==> config.mk <==
export PLATFORM = sky130hd
export DESIGN_NAME = sat_clamp_unit
export DESIGN_NICKNAME = d
export VERILOG_FILES = /design/src/rtl/sat_pkg.sv /design/src/rtl/sat_nlimit.sv /design/src/rtl/sat_lane.sv /design/src/rtl/sat_clamp_unit.sv
export SDC_FILE = /design/constraint.sdc
export NUM_CORES = 1
export LEC_CHECK = 0
export BUFFER_PORTS_ARGS = -buffer_cell sky130_fd_sc_hd__buf_2
export CORE_UTILIZATION = 33
export CTS_CLUSTER_DIAMETER = 100
export DETAILED_ROUTE_END_ITERATION = 16
export PLACE_DENSITY = 0.53
export SYNTH_ARGS = -nofsm -noshare
export SYNTH_HDL_FRONTEND = slang
export SYNTH_HIERARCHICAL = 1
export SYNTH_SLANG_ARGS = --single-unit
==> constraint.sdc <==
create_clock -name clk -period 0.8 [get_ports clk]
set_clock_uncertainty 0.05 [all_clocks]
set_input_delay 0.16 -clock clk [delete_from_list [all_inputs] [get_ports clk]]
set_output_delay 0.16 -clock clk [all_outputs]
set_load 0.05 [all_outputs]
==> src/rtl/sat_pkg.sv <==
package sat_pkg;
  localparam int WORD_W = 32;
  localparam int HALF_W = 16;
  localparam int SH_W   = $clog2(WORD_W);

  typedef struct packed {
    logic              hit;
    logic [WORD_W-1:0] val;
  } sat_res_t;

  // Limit a word to N+1 signed bits or to [0, 2^N-1].
  function automatic sat_res_t sat_word(input logic [WORD_W-1:0] v,
                                        input logic [SH_W-1:0]   n,
                                        input logic              uns);
    sat_res_t          r;
    logic [WORD_W-1:0] lim;
    logic [WORD_W-1:0] top;
    lim   = (WORD_W'(1) << n) - WORD_W'(1);
    top   = WORD_W'($signed(v) >>> n);
    r.hit = 1'b0;
    r.val = v;
    if (uns) begin
      if (v[WORD_W-1]) begin
        r.hit = 1'b1;
        r.val = '0;
      end else if (v > lim) begin
        r.hit = 1'b1;
        r.val = lim;
      end
    end else begin
      if ($signed(top) > 0) begin
        r.hit = 1'b1;
        r.val = lim;
      end else if ($signed(top) < -1) begin
        r.hit = 1'b1;
        r.val = ~lim;
      end
    end
    return r;
  endfunction
endpackage

==> src/rtl/sat_nlimit.sv <==
module sat_nlimit #(
  parameter int HALF_W = sat_pkg::HALF_W,
  parameter int SH_W   = sat_pkg::SH_W
) (
  input  logic [SH_W-1:0] n_req,
  input  logic            dual,
  output logic [SH_W-1:0] n_eff
);
  localparam logic [SH_W-1:0] HALF_MAX = SH_W'(HALF_W - 1);

  always_comb begin
    n_eff = n_req;
    if (dual && (n_req > HALF_MAX)) n_eff = HALF_MAX;
  end
endmodule

==> src/rtl/sat_lane.sv <==
module sat_lane #(
  parameter int LANE_W = sat_pkg::HALF_W,
  parameter int WORD_W = sat_pkg::WORD_W,
  parameter int SH_W   = sat_pkg::SH_W
) (
  input  logic [LANE_W-1:0] lane_in,
  input  logic [SH_W-1:0]   n,
  input  logic              uns,
  output logic [LANE_W-1:0] lane_out,
  output logic              lane_hit
);
  import sat_pkg::*;

  logic [WORD_W-1:0] wide_in;
  sat_res_t          r;

  generate
    if (LANE_W < WORD_W) begin : g_ext
      logic unused_hi;
      assign wide_in   = {{(WORD_W-LANE_W){lane_in[LANE_W-1]}}, lane_in};
      assign unused_hi = ^r.val[WORD_W-1:LANE_W];
    end else begin : g_full
      assign wide_in = lane_in;
    end
  endgenerate

  assign r        = sat_word(wide_in, n, uns);
  assign lane_out = r.val[LANE_W-1:0];
  assign lane_hit = r.hit;
endmodule

==> src/rtl/sat_clamp_unit.sv <==
module sat_clamp_unit #(
  parameter int WORD_W = sat_pkg::WORD_W,
  parameter int HALF_W = sat_pkg::HALF_W,
  parameter int SH_W   = sat_pkg::SH_W
) (
  input  logic              clk,
  input  logic              rst_n,
  input  logic              in_valid,
  input  logic [WORD_W-1:0] operand,
  input  logic [SH_W-1:0]   sat_bits,
  input  logic              is_unsigned,
  input  logic              dual_lane,
  input  logic              q_clear,
  output logic [WORD_W-1:0] result,
  output logic              q_flag
);
  localparam int NUM_HALF = WORD_W / HALF_W;

  logic [SH_W-1:0]                 n_eff;
  logic [WORD_W-1:0]               word_out;
  logic                            word_hit;
  logic [NUM_HALF-1:0][HALF_W-1:0] half_out;
  logic [NUM_HALF-1:0]             half_hit;
  logic                            any_hit;
  logic [WORD_W-1:0]               result_d;
  logic                            sat_event;

  sat_nlimit #(.HALF_W(HALF_W), .SH_W(SH_W)) u_nlim (
    .n_req (sat_bits),
    .dual  (dual_lane),
    .n_eff (n_eff)
  );

  sat_lane #(.LANE_W(WORD_W), .WORD_W(WORD_W), .SH_W(SH_W)) u_word (
    .lane_in  (operand),
    .n        (n_eff),
    .uns      (is_unsigned),
    .lane_out (word_out),
    .lane_hit (word_hit)
  );

  for (genvar g = 0; g < NUM_HALF; g++) begin : g_half
    sat_lane #(.LANE_W(HALF_W), .WORD_W(WORD_W), .SH_W(SH_W)) u_half (
      .lane_in  (operand[g*HALF_W +: HALF_W]),
      .n        (n_eff),
      .uns      (is_unsigned),
      .lane_out (half_out[g]),
      .lane_hit (half_hit[g])
    );
  end

  assign any_hit   = dual_lane ? (|half_hit) : word_hit;
  assign result_d  = dual_lane ? half_out : word_out;
  assign sat_event = in_valid && any_hit;

  always_ff @(posedge clk or negedge rst_n) begin
    if (!rst_n) begin
      result <= '0;
      q_flag <= 1'b0;
    end else begin
      if (in_valid) result <= result_d;
      q_flag <= (q_flag && !q_clear) || sat_event;
    end
  end

  AST_HIT_SETS_Q: assert property (@(posedge clk) disable iff (!rst_n)
    sat_event |=> q_flag);
  AST_Q_STICKY: assert property (@(posedge clk) disable iff (!rst_n)
    (q_flag && !q_clear) |=> q_flag);
  AST_Q_CLEAR: assert property (@(posedge clk) disable iff (!rst_n)
    (q_clear && !sat_event) |=> !q_flag);
  AST_RESULT_HOLD: assert property (@(posedge clk) disable iff (!rst_n)
    !in_valid |=> $stable(result));
  AST_UNS_NONNEG: assert property (@(posedge clk) disable iff (!rst_n)
    (in_valid && is_unsigned && !dual_lane) |=> !result[WORD_W-1]);
  AST_DUAL_NLIMIT: assert property (@(posedge clk) disable iff (!rst_n)
    dual_lane |-> (n_eff < SH_W'(HALF_W)));
  AST_RESET_CLEAR: assert property (@(posedge clk)
    !rst_n |-> (result == '0 && !q_flag));
endmodule

# Yosys cells after proc, flatten, opt, wreduce, memory -nomap -nowiden
# Index checks and enable logic that the tools add are counted.
[classes]
multipliers = 0
muxes = 18
add_sub_neg = 1
eq_ne = 0
n_shift = 4
n_bitwise = 1
n_lt_le_gt_ge = 10
n_reduce_logical = 6
n_div = 0
[op_table]
columns = ["op", "n"]
rows = [
  ["2-to-1 mux 33 bit", 15],
  ["> comparator 32 x 1 -> 1 bit (second input constant)", 3],
  ["> comparator 32 bit", 3],
  ["< comparator 32 x 1 -> 1 bit (second input constant)", 3],
  [">>> shifter 16 x 5 -> 32 bit", 2],
  ["2-to-1 mux 32 bit", 1],
  ["inverter 32 bit", 1],
  ["<< shifter 1 x 5 -> 32 bit (first input constant)", 1],
  [">>> shifter 32 x 5 -> 32 bit", 1],
  ["subtractor 32 x 2 -> 32 bit (second input constant)", 1],
  ["> comparator 5 x 4 -> 1 bit (second input constant)", 1],
  ["2-to-1 mux 5 bit", 1],
  ["logical AND 1 bit", 3],
  ["OR reduction 2 bit", 1],
  ["zero test 1 bit", 1],
  ["logical OR 1 bit", 1],
  ["2-to-1 mux 1 bit", 1],
]
[word_totals]
latch_bits = 0
ff_bits = 33
output_inout_bits = 33
in_bits = 43
word_cells = 42
mem_bits_rw = 0
memories = 0
mem_bits_ro = 0

# Longest topological paths before layout
# Gate-level depths: netlist of the first run.
[logic_depth]
word_depth = 13
depth_mapped = 29
depth_no_buf = 24

# By module
# The synthesis of the first run kept the hierarchy.
[by_module_without_submodules]
columns = ["module", "cells_per_inst", "area_per_inst_um2", "n_inst", "seq_area_each_um2"]
rows = [
  ["sat_lane at u_word", 688, 5102.4, 1, 0.0],
  ["sat_lane at g_half[1].u_half", 428, 3093.0, 1, 0.0],
  ["sat_lane at g_half[0].u_half", 370, 2787.7, 1, 0.0],
  ["sat_clamp_unit", 144, 1559.0, 1, 825.8],
  ["sat_nlimit", 5, 36.3, 1, 0.0],
]

# Worst setup path before layout of the first run
# No wires, ideal clock.
[synth_timing]
kind = "input to register"
startpoint = "input dual_lane"
endpoint = "register result[24]"
setup_time_ns = 0.126
required_time_ns = 0.624
setup_slack_ns = -4.349
n_path_buf = 5
path_stages = 22
t_arrival_ns = 4.973
path_cell_list = "a21o_1 > buf_6 > clkbuf_1 > clkbuf_1 > nand3b_1 > ha_1 > clkbuf_1 > buf_1 > nand2_1 > nor3_1 > nor2_1 > ha_1 > nand4_1 > nor4_1 > nand3_1 > and2_0 > a31o_2 > or3_1 > a32oi_1 > o32ai_1 > mux2i_1 > a21oi_1"
[synth_lines]
columns = ["item", "line_no", "text"]
rows = [
  ["start, declared", "sat_clamp_unit.sv:12", "input logic dual_lane,"],
  ["end signal, assigned", "sat_clamp_unit.sv:61", "if (in_valid) result <= result_d;"],
  ["end, declared", "sat_clamp_unit.sv:14", "output logic [WORD_W-1:0] result,"],
]

==> results of run 1 <==
==> report_power, final <==
group | internal (mW) | switching [mW]
Sequential | 1.95 | 0.209
Clock | 1.24 | 0.704
Combinational | 6.51 | 7.65
Total | 9.70 | 8.56
==> worst reg2reg max path, cell delays in order (launching register included) <==
cell     delay (ns)
dfrtp_2        0.42
buf_4          0.14
nor2_1         0.08
a21oi_1        0.04
==> worst paths after layout <==
kind | startpoint | to | slack [ns]
setup reg to reg | result[20] | result[20] | -0.05
hold reg to reg | result[31] | result[31] | 0.49
min in group asynchronous | rst_n | result[3] | 0.23
setup / recovery | sat_bits[4] | result[24] | -3.48
hold / removal | q_clear | q_flag | 0.02
max in group asynchronous | rst_n | result[0] | 0.06
==> cell usage after synthesis (8+ instances only) <==
cell type	instances
a211o_1	10
a211oi_1	14
a21o_1	18
a21oi_1	131
a221oi_1	8
a22o_1	13
a22oi_1	32
a31oi_1	11
a32oi_1	9
and2_1	17
and3_1	12
buf_1	12
buf_2	36
buf_4	8
buf_6	11
clkbuf_1	65
dfrtp_1	33
ha_1	97
inv_1	43
mux2_2	42
mux2i_1	154
mux4_2	41
nand2_1	106
nand2b_1	25
nand3_1	30
nand4_1	26
nor2_1	149
nor2b_1	28
nor3_1	36
nor4_1	12
o211ai_1	16
o21a_1	12
o21ai_0	98
o21ai_1	16
o221ai_1	9
o22ai_1	33
o31ai_1	30
o32ai_1	11
or2_2	13
or3_1	13
==> state kept, by name (all words and copies together), names as in the netlist <==
name,flops
result,32
q_flag,1
==> timing repair <==
item | CTS | global route
hold buffers | 1 | 0
cloned | 2 | 1
hold endpoints to repair | 33 | 0
gates resized for setup | 173 | 85
endpoints found under the setup margin | 66 | 66
setup buffers | 38 | 19
pin swaps | 72 | 77
==> cells by family after synthesis <==
group           count (synthesis)  share of synthesized area (%)
xor+xnor                        5                         0.3482
mux                           251                          25.12
compound gates                547                          29.94
simple gates                  507                          20.30
other cells                     3                        0.08952
flops                          33                          6.565
buf+inv                       192                          7.988
fa+ha+maj                      97                          9.649
==> layout make-up <==
type	instances	area (um2)	share of cell area, %
Tap cell	511	639.4	3.427
Inverter	51	193.9	1.039
Multi-Input combinational cell	1410	11740	62.90
Sequential cell	33	863.3	4.627
Timing Repair Buffer	618	5080	27.22
Clock buffer	8	146.4	0.7846
==> per-layer routing <==
metal,vias up,global-route usage [%],share of wire (%)
met3,122,1.810,4.8
met1,7684,36.60,42
li1,7296,-,-
met4,0,9.245,3.7
met5,-,0,0
met2,609,50.81,49
==> impl_metrics.ini, run 1 <==
[final_layout]
final_core_util_pct = 49.66
fin_nets = 2259
final_common_cell = buf_4
syn_to_final_growth_pct = 48.34
most-common-layout-cells = 496 x buf_4, 149 x mux2i_1, 135 x nor2_1, 108 x a21oi_1, 94 x nand2_1
stdcell_count = 2631
fin_area_um2 = 18660
antenna_cells = 0
nFillCells = 3620
drive_above_1_share_pct = 45.38

[timing]
maxSlewHeadroom_pct = 40.99
rsz0062_at_grt = yes
maxSlewViolCount = 0
min_period_ns = 4.283
tns_ns = -120.18
whs_ns = 0.02075
worst_pin_slew_ns = 0.8852
max_freq_ghz = 0.2335
setup_violations = 66
fin_crit_sh_pct = 535.4
fin_ws_ns = -3.483
final_hold_viol_count = 0

[logic_synthesis]
ys_warn_count = 6
syn_inst = 1635
synthDistinctLibCells = 108
synth-seq-cells = 33
synth_area_leaders = mux2i_1 12%, ha_1 9.6%, mux4_2 7.3%
ys_seq_area_share_pct = 6.565
synth_top_cell_area_share_pct = 12.26
synth-main-ff-cell = dfrtp_1
syn_area_per_cell_um2 = 7.693
synth_top_area_cell = mux2i_1
synth_edf_count = 0
syn-num-nets = 1775
netlist_area_um2 = 12580
ys_async_sr_fraction_pct = 100.0

[global_routing]
grt_pass1_vias = 15230
grt_max_degree = 72
grt_pass1_wl_um = 87550
grt_usage_pct = 28.60
overflow = 0
antenna_found_initial = 0

[worst_setup_path]
endpoint_kind = register
crit_buf_inv = 1
cp.required_ns = 0.91
cpPeakStageDelay_ns = 0.41
r2r_cells = 3
path_class = in -> reg
cp_common_cell = or3_4
crit_slowest_cell = or3_4
cp-start-kind = input port
cp.arrival_ns = 4.39
cp_cell_sequence = buf_8, a21o_4, or3_4, nand2b_4, ha_4, or2_4, o21ai_2, a22o_1, a21oi_2, ha_1, nand4_1, nor4_4, nand3_4, and2_4, a31o_4, or3_4, a32oi_2, o32ai_2, mux2i_1, a21oi_1
critPathMaxFanout = 6
critPathTopFamily = simple AND/OR/NAND/NOR gates
critical_path_cell_count = 20

[power_and_ir_drop]
total_power_mw = 18.26
power_density_nw_per_um2 = 978.9
vdd_ir_drop_max_v = 0.0006799
p_leak_nw = 8.223

[placed_design]
hpwl_um = 43800
place_inst = 2562
post-place-ws_ns = -3.916
gp_congestion = 0.9455
portBuffers = 75
place_area_um2 = 16950

[floorplan]
io_pins = 76
die_w_um = 197.2
core_area_um2 = 37580
num_rows = 71
die_h_um = 197.2
dieArea_um2 = 38900
initial_core_util_pct = 33.47

[clocking]
ctsLongestPathBuffers = 2
clkLatencyLatePin_ns = 0.28
numCtsBuffers = 5
cts_num_sinks = 33
cts-root-buf = clkbuf_16
htreeDepth = 2
cts_tree = yes
path_clk_slew_ns = 0.05

[route]
wl_um = 57680
viasPerCell = 5.971
first_iter_violations = 1228
wl_per_cell_um = 21.92
first_pass_iters = 5
vias = 15710
ant_nets = 0
post-route-drc-count = 0

[min_path]
min_path_type = in -> reg
worstHoldPathCells = 2

[status]
status = finished, violations left
violations = negative setup slack

[flow_run]
drv_cap = 0
Note: power is estimated with default switching activity, not from simulation.
==> run 2, diff against run 1 <==
==> constraint.sdc (replaced) <==
create_clock -name clk -period 0.8 [get_ports clk]
set_clock_uncertainty 0.05 [all_clocks]
set_input_delay 0.24 -clock clk [delete_from_list [all_inputs] [get_ports clk]]
set_output_delay 0.24 -clock clk [all_outputs]
set_load 0.05 [all_outputs]
==> run 2 against run 1 <==
The run still ends with negative setup slack left. Cell area fell by 0.33%. Sequential cell count is the same. Global-route usage grew 0.43 points. Utilization is 0.16 points lower. Routed wire length is 0.33% lower. First-iteration DRC count down 0.65%. Setup slack lost 0.086 ns. Critical path type unchanged. Largest cell class unchanged.
==> impl_metrics.ini, run 2 (synthesis gave the netlist of run 1 again) <==
[status]
status = finished, violations left
violations = negative setup slack

[route]
ant_nets = 0
wl_um = 57490
first_iter_violations = 1220
viasPerCell = 5.942
vias = 15650
wl_per_cell_um = 21.84
post-route-drc-count = 0
first_pass_iters = 7

[floorplan]
io_pins = 76
core_area_um2 = 37580
die_w_um = 197.2
dieArea_um2 = 38900
num_rows = 71
initial_core_util_pct = 33.47
die_h_um = 197.2

[min_path]
hold_path_end = q_flag
min_path_type = in -> reg
hold_path_startpoint = q_clear
worstHoldPathCells = 2

[worst_setup_path]
ff2ff_setup_slack_ns = -0.10
cp-startpoint = dual_lane
crit_slowest_cell = a211o_1
cpPeakStageDelay_ns = 0.28
r2r-start = result[21]
cp-start-kind = input port
cp.arrival_ns = 4.48
cp_common_cell = buf_4
path_class = in -> reg
regToRegEndpoint = result[21]
r2r_cells = 3
cp.required_ns = 0.91
endpoint_kind = register
critPathMaxFanout = 5

[global_routing]
antenna_found_initial = 1
grt_pass1_vias = 15620
overflow = 0
grt_usage_pct = 29.02
grt_max_degree = 64
grt_pass1_wl_um = 89410

[placed_design]
place_inst = 2550
hpwl_um = 43410
portBuffers = 75
place_area_um2 = 16890
gp_congestion = 0.9640

[clocking]
ctsLongestPathBuffers = 2
cts_num_sinks = 33
numCtsBuffers = 5
path_clk_slew_ns = 0.06
clkLatencyLatePin_ns = 0.28
cts-root-buf = clkbuf_16
cts_tree = yes
htreeDepth = 2

[flow_run]
drv_cap = 0

[final_layout]
final_common_cell = buf_4
most-common-layout-cells = 499 x buf_4, 147 x mux2i_1, 135 x nor2_1, 108 x a21oi_1, 98 x nand2_1
regArea_um2 = 863.3
largest_reg_flops = 32
multi_input_area_um2 = 11670
largestRegisters = result x32, q_flag x1
antenna_cells = 0
drive_above_1_share_pct = 44.58
syn_to_final_growth_pct = 47.86
stdcell_count = 2633
fin_area_um2 = 18600
nFillCells = 3621
top_register = result
fin_nets = 2261

[timing]
fin_crit_sh_pct = 546.2
fin_ws_ns = -3.569
whs_ns = 0.1028
setup_violations = 66
max_freq_ghz = 0.2289
min_period_ns = 4.369
rsz0062_at_grt = yes
final_hold_viol_count = 0
maxSlewHeadroom_pct = 49.83
maxSlewViolCount = 0
worst_pin_slew_ns = 0.7526

[power_and_ir_drop]
vdd_ir_drop_max_v = 0.001022
power_density_nw_per_um2 = 999.2
switching_power_mw = 8.555
netSwitchingFraction_pct = 46.04
clkPwrFrac_pct = 12.3
internal_power_mw = 10.03
p_comb_share_pct = 76.1
power_frac_seq_pct = 11.6
p_leak_nw = 8.206
## run 2: cell count changes in the layout (fill, tap and decap cells not counted), sizes merged
cell,before,now
buf,615,618
clkbuf,9,7
a21o,18,19
bufbuf,1,0
bufinv,0,1
## run 2: final cells by class
type,count,area share [%]
clock buffers,7,0.7670
clock inverters,1,0.1615
inverters,51,1.043
multi-input cells,1411,62.74
flip-flops and latches,33,4.642
well taps,511,3.438
repair buffers,619,27.21
## run 2: worst max-delay path, delay by kind of cell
kind | cells | cell delay (ns)
buffers and inverters | 26 | 3.19
AOI/OAI and AO/OA | 3 | 0.62
and+or+nand+nor | 2 | 0.22
muxes | 1 | 0.21
## run 2: routing by layer
| metal | wire length, um | vias up | global-route usage (%) |
|---|---|---|---|
| li1 | - | 7272 | - |
| met1 | 23960 | 7595 | 37.11 |
| met2 | 27670 | 638 | 50.30 |
| met3 | 3072 | 141 | 1.742 |
| met4 | 2790 | 0 | 12.46 |
| met5 | 0 | - | 0 |
## run 2: power groups by stage
stage               combinational [mW]  sequential [mW]  clock (mW)
floorplan                         6.61             2.96           0
global placement                  12.4             2.12           0
detailed placement                12.5             2.13           0
CTS                               13.5             2.16        2.28
global route                      15.1             2.19        2.36
finish                            14.1             2.16        2.28
## run 2: per-stage QoR
stage / total power [mW] / worst slack (ns) / util, % / setup TNS (ns)
floorplan: 9.572 / -3.684 / - / -116.80
global placement: 14.49 / -4.027 / 44.95 / -129.77
detailed placement: 14.58 / -4.145 / 44.95 / -132.84
CTS: 17.93 / -3.484 / 48.30 / -123.31
global route: 19.62 / -3.742 / 49.49 / -132.49
finish: 18.58 / -3.569 / 49.49 / -124.53
## run 2: timing repair
item,in CTS,in global routing
buffers inserted,57,18
setup endpoints to repair,66,66
gates cloned,1,0
endpoints found under the hold margin,33,0
gates resized for setup,165,70
hold buffers,1,0
pin swaps,78,72
## run 2: worst max-delay path by stage
stage	endpoint	slack, ns	depth (start not counted)
6_report	result[19]	-3.57	32
5_1_grt	result[23]	-3.74	27
4_1_cts	result[5]	-3.48	24
3_5_place_dp	result[23]	-4.15	25
3_3_place_gp	result[23]	-4.03	25
2_1_floorplan	result[25]	-3.68	28
==> run 3, diff against run 2 <==
--- a/config.mk
+++ b/config.mk
@@ -6,6 +6,7 @@
 export NUM_CORES = 1
 export LEC_CHECK = 0
 export BUFFER_PORTS_ARGS = -buffer_cell sky130_fd_sc_hd__buf_2
+export CORE_ASPECT_RATIO = 1.75
 export CORE_UTILIZATION = 33
 export CTS_CLUSTER_DIAMETER = 100
 export DETAILED_ROUTE_END_ITERATION = 16
==> run 3 against run 2 <==
The run still ends with negative setup slack left. Highest routed layer unchanged. Die area about the same. Combinational power about the same. Via count increased by 2.1%. Non-clock buffer count increased by 9. Sequential share of layout area about the same. Cell area decreased by 0.41%. Sequential cell count unchanged. Register-to-register slack got worse by 0.05 ns. Fmax increased by 0.50%. Sequential power about the same. Setup slack improved by 0.022 ns. Critical endpoint is now result[17]. Clock power decreased by 21%.
==> impl_metrics.ini, run 3 (synthesis gave the netlist of run 1 again) <==
[worst_setup_path]
regToRegEndpoint = result[27]
crit_slowest_cell = a221oi_4
ff2ff_setup_slack_ns = -0.15
cp.required_ns = 0.94
cp-start-kind = input port
path_class = in -> reg
cpPeakStageDelay_ns = 0.43
endpoint_kind = register
r2r_cells = 4
critPathMaxFanout = 8
cp.arrival_ns = 4.49
r2r-start = result[27]

[floorplan]
io_pins = 76
initial_core_util_pct = 33.42
die_h_um = 260.3
dieArea_um2 = 38930
num_rows = 94
die_w_um = 149.6
core_area_um2 = 37640

[final_layout]
multi_input_area_um2 = 11580
fin_nets = 2269
syn_to_final_growth_pct = 47.25
drive_above_1_share_pct = 44.60
largest_reg_flops = 32
top_register = result
antenna_cells = 0
largestRegisters = result x32, q_flag x1
most-common-layout-cells = 510 x buf_4, 151 x mux2i_1, 135 x nor2_1, 108 x a21oi_1, 96 x nand2_1
final_common_cell = buf_4
stdcell_count = 2610
nFillCells = 3754
regArea_um2 = 863.3

[placed_design]
gp_congestion = 1.020
post-place-ws_ns = -4.068
place_inst = 2537
portBuffers = 75
hpwl_um = 49080

[power_and_ir_drop]
internal_power_mw = 9.684
p_comb_share_pct = 78.3
p_leak_nw = 8.254
power_frac_seq_pct = 11.8
netSwitchingFraction_pct = 47.26
vdd_ir_drop_max_v = 0.0007468
power_density_nw_per_um2 = 991.3
clkPwrFrac_pct = 9.9
switching_power_mw = 8.676

[timing]
maxSlewHeadroom_pct = 55.89
rsz0062_at_grt = yes
setup_violations = 66
tns_ns = -124.33
worst_pin_slew_ns = 0.6616
min_period_ns = 4.348
fin_ws_ns = -3.548
whs_ns = 0.1176
final_hold_viol_count = 0
max_freq_ghz = 0.2300
maxSlewViolCount = 0
fin_crit_sh_pct = 543.4

[global_routing]
grt-busiest-layer = met2
grt_usage_pct = 31.50
met2_usage_pct = 56.67
grt_pass1_vias = 16300
gr-usage-met1_pct = 30.71
grt_max_degree = 47
antenna_found_initial = 0
met3_usage_pct = 2.762
overflow = 0
grt_pass1_wl_um = 93520

[flow_run]
drv_cap = 0

[min_path]
worstHoldPathCells = 2
hold_path_startpoint = q_clear
hold_path_end = q_flag
min_path_type = in -> reg

[route]
wl_per_cell_um = 23.89
post-route-drc-count = 0
first_pass_iters = 5
viasPerCell = 6.118
wl_um = 62360
vias = 15970
ant_nets = 0
first_iter_violations = 818

[status]
violations = negative setup slack
status = finished, violations left

[clocking]
ctsLongestPathBuffers = 2
htreeDepth = 2
cts_num_sinks = 33
numCtsBuffers = 5
cts_tree = yes
path_clk_slew_ns = 0.05
clkLatencyLatePin_ns = 0.27
cts-root-buf = clkbuf_16
## run 3: cell types whose count changed in the layout (fill, tap and decap cells not counted), sizes merged
| cell | change |
|---|---|
| clkbuf | -1 |
| bufinv | -1 |
| bufbuf | +1 |
| a21o | -1 |
| clkinv | +2 |
| buf | +8 |
## run 3: power by group through the flow
| stage | logic [mW] | registers [mW] | clock network [mW] |
|---|---|---|---|
| after global placement | 12.7 | 2.13 | 0 |
| after global routing | 15.3 | 2.19 | 1.91 |
| after CTS | 13.8 | 2.16 | 1.86 |
| final | 14.4 | 2.17 | 1.81 |
| after floorplan | 6.61 | 2.96 | 0 |
| after detailed placement | 12.9 | 2.12 | 0 |
## run 3: what timing repair did
item,in CTS,in global routing
pin swaps,82,63
setup endpoints to repair,66,66
hold buffers,1,0
setup buffers,45,22
hold endpoints to repair,33,0
resized for setup,166,57
gates cloned,2,0
## run 3: worst max-delay path by stage
stage | endpoint | slack [ns] | startpoint | depth (start not counted)
after floorplan | result[25] | -3.68 | sat_bits[4] | 28
after global placement | result[28] | -4.04 | sat_bits[4] | 27
after detailed placement | result[28] | -4.07 | sat_bits[4] | 25
after CTS | result[24] | -3.47 | sat_bits[4] | 26
after global routing | result[25] | -3.76 | sat_bits[4] | 25
final | result[17] | -3.55 | sat_bits[4] | 29
## run 3: stage by stage
stage               util, %  total power, mW  cell area, um2
global placement      45.14            14.87           16990
CTS                   48.20            17.86           18140
detailed placement    45.14            14.98           16990
floorplan                 -            9.572           13010
global route          49.21            19.36           18520
finish                49.21            18.36           18520
## run 3: critical path: cells and delay by family
kind	cells	cell delay, ns
buffers and inverters	10	1.13
muxes	1	0.12
adders and majority gates	2	0.43
and+or+nand+nor	10	1.23
AOI/OAI and AO/OA	6	1.32
## run 3: layer usage
layer / wire, um / up-vias
li1: - / 7304
met4: 7410 / 0
met1: 21170 / 7713
met2: 31480 / 627
met5: 0 / -
met3: 2305 / 323
## run 3: final cells by class
type,count,area share (%)
Sequential cell,33,4.661
Inverter,51,1.061
Tap cell,480,3.243
Clock inverter,2,0.05404
Multi-Input combinational cell,1410,62.51
Clock buffer,6,0.6958
Timing Repair Buffer,628,27.77
